===== config.mk =====
export PLATFORM = sky130hd
export DESIGN_NAME = rst_gate_counter
export DESIGN_NICKNAME = d
export VERILOG_FILES = /design/src/rtl/rgc_pkg.sv /design/src/rtl/rgc_qualify.sv /design/src/rtl/rgc_count.sv /design/src/rtl/rgc_drive.sv /design/src/rtl/rst_gate_counter.sv
export SDC_FILE = /design/constraint.sdc
export NUM_CORES = 1
export LEC_CHECK = 0
export ABC_AREA = 1
export ABC_CLOCK_PERIOD_IN_PS = 1450
export BUFFER_PORTS_ARGS = -buffer_cell sky130_fd_sc_hd__buf_2
export CAP_MARGIN = 20
export CORE_MARGIN = 1
export CORE_UTILIZATION = 45
export CTS_CLUSTER_DIAMETER = 120
export DETAILED_ROUTE_END_ITERATION = 8
export PLACE_DENSITY = 0.67
export SKIP_CTS_REPAIR_TIMING = 1
export SYNTH_ARGS = -nofsm -noshare
export SYNTH_HDL_FRONTEND = slang
export SYNTH_SLANG_ARGS = --single-unit

===== constraint.sdc =====
create_clock -name clk_pll -period 1.45 [get_ports clk_pll]
set_input_delay 0.0725 -clock clk_pll [delete_from_list [all_inputs] [get_ports clk_pll]]
set_output_delay 0.0725 -clock clk_pll [all_outputs]
set_load 0.01 [all_outputs]

===== src/rtl/rgc_pkg.sv =====
package rgc_pkg;
  function automatic int unsigned cnt_width(input int unsigned n);
    return (n < 1) ? 1 : $clog2(n + 1);
  endfunction
endpackage


===== src/rtl/rgc_qualify.sv =====
module rgc_qualify (
  input  logic pll_locked,
  input  logic ext_rst_n,
  output logic hold
);
  // Any disqualifying condition forces the hold path asynchronously.
  assign hold = ~pll_locked | ~ext_rst_n;
endmodule


===== src/rtl/rgc_count.sv =====
module rgc_count #(
  parameter int unsigned HOLD_CYCLES = 1250
) (
  input  logic clk,
  input  logic hold,
  output logic done
);
  import rgc_pkg::*;
  localparam int unsigned W = cnt_width(HOLD_CYCLES);
  localparam logic [W-1:0] LAST = W'(HOLD_CYCLES - 1);
  localparam logic [W-1:0] TOP  = W'(HOLD_CYCLES);

  logic [W-1:0] cnt;

  always_ff @(posedge clk or posedge hold) begin
    if (hold) begin
      cnt  <= '0;
      done <= 1'b0;
    end else if (!done) begin
      cnt  <= cnt + 1'b1;
      if (cnt == LAST) done <= 1'b1;
    end
  end

  initial begin
    if (HOLD_CYCLES < 1) $error("HOLD_CYCLES must be at least 1");
  end


  cnt_bound_chk: assert property (@(posedge clk) disable iff (hold)
    cnt <= TOP);


  cnt_step_chk: assert property (@(posedge clk) disable iff (hold)
    !done |=> cnt == $past(cnt) + 1'b1);


  done_at_top_chk: assert property (@(posedge clk) disable iff (hold)
    done |-> cnt == TOP);


  done_sticky_chk: assert property (@(posedge clk) disable iff (hold)
    done |=> done);


  restart_chk: assert property (@(posedge clk) disable iff (hold)
    $past(hold) |-> (cnt == '0 && !done));
endmodule


===== src/rtl/rgc_drive.sv =====
module rgc_drive #(
  parameter bit OUT_ACTIVE_HIGH = 1'b1
) (
  input  logic done,
  output logic rst_out
);
  generate
    if (OUT_ACTIVE_HIGH) begin : g_hi
      assign rst_out = ~done;
    end else begin : g_lo
      assign rst_out = done;
    end
  endgenerate
endmodule


===== src/rtl/rst_gate_counter.sv =====
module rst_gate_counter #(
  parameter int unsigned HOLD_CYCLES     = 1250,
  parameter bit          OUT_ACTIVE_HIGH = 1'b1
) (
  input  logic clk_pll,
  input  logic pll_locked,
  input  logic ext_rst_n,
  output logic rst_out
);
  localparam logic ACT = OUT_ACTIVE_HIGH ? 1'b1 : 1'b0;

  logic hold;
  logic done;

  rgc_qualify u_qual (
    .pll_locked (pll_locked),
    .ext_rst_n  (ext_rst_n),
    .hold       (hold)
  );

  rgc_count #(.HOLD_CYCLES(HOLD_CYCLES)) u_cnt (
    .clk  (clk_pll),
    .hold (hold),
    .done (done)
  );

  rgc_drive #(.OUT_ACTIVE_HIGH(OUT_ACTIVE_HIGH)) u_drv (
    .done    (done),
    .rst_out (rst_out)
  );


  lock_hold_chk: assert property (@(posedge clk_pll)
    !pll_locked |-> rst_out == ACT);


  ext_hold_chk: assert property (@(posedge clk_pll)
    !ext_rst_n |-> rst_out == ACT);


  stay_free_chk: assert property (@(posedge clk_pll) disable iff (hold)
    rst_out != ACT |=> rst_out != ACT);
endmodule


==> results.rst <==
.. list-table::
   :header-rows: 1

   * - Metric
     - Value
   * - Global routing usage on met2
     - 25.82%
   * - Switching share of power
     - 19.39%
   * - Crit Path Category
     - in2async
   * - Ordered list of cells on the worst path
     - dlygate4sd3_1, buf_2, nand2_1, dlygate4sd3_1, inv_1
   * - Core area
     - 0.001318 sq mm
   * - Path category of the worst min-delay check
     - in2async
   * - Worst IR drop on VDD
     - roughly 0.41 mV
   * - Synth unique cells
     - 15
   * - DPL Wire Length
     - 804.1 um
   * - Sink Count
     - 12
   * - Post-detailed-routing wire length
     - 1100 um
   * - Post-route setup TNS
     - 0 ns
   * - Synthesized area divided by synthesized cell count
     - 8.093 sq um
   * - Vias/cell
     - 4.767
   * - Switching component of the power
     - between 0.1 and 0.15 mW
   * - Worst Path Arrival
     - 1.62 ns
   * - GR Layer Usage met3
     - 8.523%
   * - Maximum root-to-sink buffer count
     - 2
   * - Worst path required time
     - 1.85 ns
   * - GR met1 Demand/Resource
     - 25.63%
   * - Run status
     - finished clean
   * - Num rows
     - 13
   * - Sequential fraction of the synthesis area
     - 46.97%
   * - Number of placed I/O pins
     - 4
   * - Clk pin slew, worst setup/hold paths
     - roughly 0.07 ns
   * - Final-report max-slew violation count
     - 0
   * - Library cell appearing most often on the critical path
     - sky130_fd_sc_hd__dlygate4sd3_1
   * - Synth-to-Final Area Change
     - 14.09%
   * - Number of buffers inserted by port buffering
     - 3
   * - Int Pwr
     - 0.4927 mW
   * - Post-synthesis instance area
     - 639.4 sq um
   * - Residual DRC
     - 0
   * - Most used flip-flop cell after synthesis
     - sky130_fd_sc_hd__dfrtp_1
   * - Number of warning messages in the yosys log
     - 0
   * - FFs w/ async S/R, synth
     - 100.0%
   * - Library cell contributing the largest single delay on the critical path
     - sky130_fd_sc_hd__dlygate4sd3_1
   * - Yosys reg bits
     - 12
   * - Transition at the pin with the smallest max-transition slack
     - about 0.46 ns
   * - Crit-path max cell delay
     - 0.54 ns
   * - Global-route wire length before repair
     - between 1500 and 2000 um
   * - Number of H-tree branching levels
     - 1
   * - Headroom to the max-slew limit
     - 69.46%
   * - Initial antenna violation count
     - 0
   * - Die span in x
     - 39.70 um
   * - Number of iterations in the first detailed-routing pass
     - 4
   * - Worst Skew
     - 0.001632 ns
   * - Clock share of power
     - 43.1%
   * - Fraction of power consumed by combinational cells
     - under 10%
   * - Maximum operating frequency
     - slightly above 0.8 GHz
   * - Total number of vias
     - 491
   * - Clock latency on the worst-skew pair
     - between 0.2 and 0.3 ns
   * - Gr usage total
     - approximately a fifth
   * - RSZ-0062 raised after global routing
     - false
   * - Total number of nets in the final design
     - 94
   * - Average routed wire per standard cell
     - 10.68 um
   * - Pin count of the biggest net entering global routing
     - 13
   * - Die height
     - 39.70 um
   * - Critical Path Start Type
     - primary input
   * - Cell chosen for the clock root
     - sky130_fd_sc_hd__clkbuf_4
   * - Total power density per cell area
     - 838.0 mW/mm^2
   * - Vias in the first global route
     - 413
   * - Busiest grt layer
     - met2
   * - Ant. Diodes
     - 0
   * - Layout cells sized above 1
     - 15.91%
   * - Clock tree from TritonCTS
     - yes
   * - Number of enable-type register cells in the synthesized netlist
     - 0
   * - Net count after synthesis
     - 84
   * - Placer congestion estimate
     - roughly 0.75
   * - Layout Utilization
     - 55.37%
   * - Remaining Overflow, GRT
     - 0
   * - Power share of the sequential group
     - a little over half
   * - Number of buffers created by CTS
     - 3
   * - Capturing element type of the critical path
     - asynchronous set/reset pin
   * - Gate count of the mapped netlist
     - between 70 and 80
   * - Static power due to leakage
     - about 0.38 nW
   * - Final Hold Violating Endpoints
     - 0
   * - ANT nets after route
     - 0
   * - Crit path max fanout
     - 12
   * - R2R Setup Slk
     - 0.29 ns
   * - Starting density of the core
     - 48.53%
   * - DRT iter0 DRCs
     - 12
   * - Shortest clock period the worst path allows after layout
     - between 1 and 1.5 ns
   * - Final Cycle Share
     - 84.33%
   * - Number of maximum-capacitance constraint violations
     - 0
   * - Worst reg2reg path depth
     - 6
   * - Finish-stage setup viols
     - 0
   * - Die Outline Area
     - 0.001576 sq mm
## metrics by stage
step                      total power [mW]  worst slack [ns]  std cells  hold WS, ns  instance area, sq um
after floorplan                     0.3466            0.4008         79     -0.02408                 639.4
after global placement              0.3510            0.3256         97       0.1189                 673.1
after detailed placement            0.3511            0.2946         97       0.1222                 673.1
after CTS                           0.6159            0.2842        101      -0.1754                 709.4
after global routing                0.6383           0.09043        103       0.4307                 729.5
final                               0.6113            0.2272        103       0.3555                 729.5
## critical path, delay by kind of cell
kind,cells,cell delay [ns]
buffers and inverters,4,1.52
and+or+nand+nor,1,0.04
## layer usage
metal  up-vias  share of wire (%)
li1        262                  -
met1       220                 47
met2         7                 46
met3         2                5.3
met4         0                1.1
met5         -                  0
## kinds of logic (layout without fill, tap and decap cells)
family	Yosys count	count (layout)	share of synthesized area, %
compound gates	2	2	1.566
xor+xnor	5	5	6.851
fa+ha+maj	2	2	3.913
buf+inv	15	24	8.806
flops	12	12	46.97
simple gates	43	43	31.90
## area by class of cell
| cell class | instances | area, sq um |
|---|---|---|
| Inverter | 15 | 56.30 |
| Sequential cell | 12 | 300.3 |
| Multi-Input combinational cell | 52 | 282.8 |
| Tap cell | 15 | 18.77 |
| Timing Repair Buffer | 5 | 35.03 |
| Fill cell | 123 | 588.1 |
| Clock buffer | 4 | 36.28 |
## cell usage after synthesis (2+ instances only)
master                    number  share of area (%)
sky130_fd_sc_hd__ha_1          2                3.9
sky130_fd_sc_hd__nand2_1      23                 14
sky130_fd_sc_hd__nand4_1       5                4.9
sky130_fd_sc_hd__inv_1        14                8.2
sky130_fd_sc_hd__xnor2_1       2                2.7
sky130_fd_sc_hd__dfrtp_1      12                 47
sky130_fd_sc_hd__nor2_1        4                2.3
sky130_fd_sc_hd__nor2_2        2                2.0
sky130_fd_sc_hd__xor2_1        3                4.1
sky130_fd_sc_hd__o21ai_0       2                1.6
sky130_fd_sc_hd__nand3_1       5                3.9
sky130_fd_sc_hd__nand2_2       2                2.0
## power by group through the flow
stage	clock, mW	sequential (mW)	combinational (mW)
5_1_grt	0.288	0.334	0.0160
6_report	0.263	0.334	0.0136
3_3_place_gp	0	0.341	0.00998
3_5_place_dp	0	0.341	0.0101
2_1_floorplan	0	0.341	0.00566
4_1_cts	0.272	0.334	0.0101
## sequential cells by signal, summed over array words and instances, names as in the netlist
name	flops
u_cnt.done	1
u_cnt.cnt	11
## path summary, 6_finish.rpt
check / end / startpoint
min: u_cnt.cnt[8]$_DFFE_PP0N_ / ext_rst_n
max: u_cnt.cnt[6]$_DFFE_PP0N_ / pll_locked
min in group clk_pll: u_cnt.cnt[10]$_DFFE_PP0N_ / u_cnt.cnt[10]$_DFFE_PP0N_
min reg2reg: u_cnt.cnt[10]$_DFFE_PP0N_ / u_cnt.cnt[10]$_DFFE_PP0N_
max reg2reg: u_cnt.cnt[10]$_DFFE_PP0N_ / u_cnt.cnt[0]$_DFFE_PP0N_
max in group clk_pll: u_cnt.cnt[10]$_DFFE_PP0N_ / u_cnt.cnt[0]$_DFFE_PP0N_
## placed cells by master, fill, tap and decap left out, drive strengths merged
master	instances
inv	15
nand4	5
nand3	6
buf	3
dfrtp	12
xnor2	2
o21ai	2
xor2	3
clkbuf	4
nor2	7
ha	2
dlygate4sd3	2
nand2	25
Power figures use the tool's default switching activity.
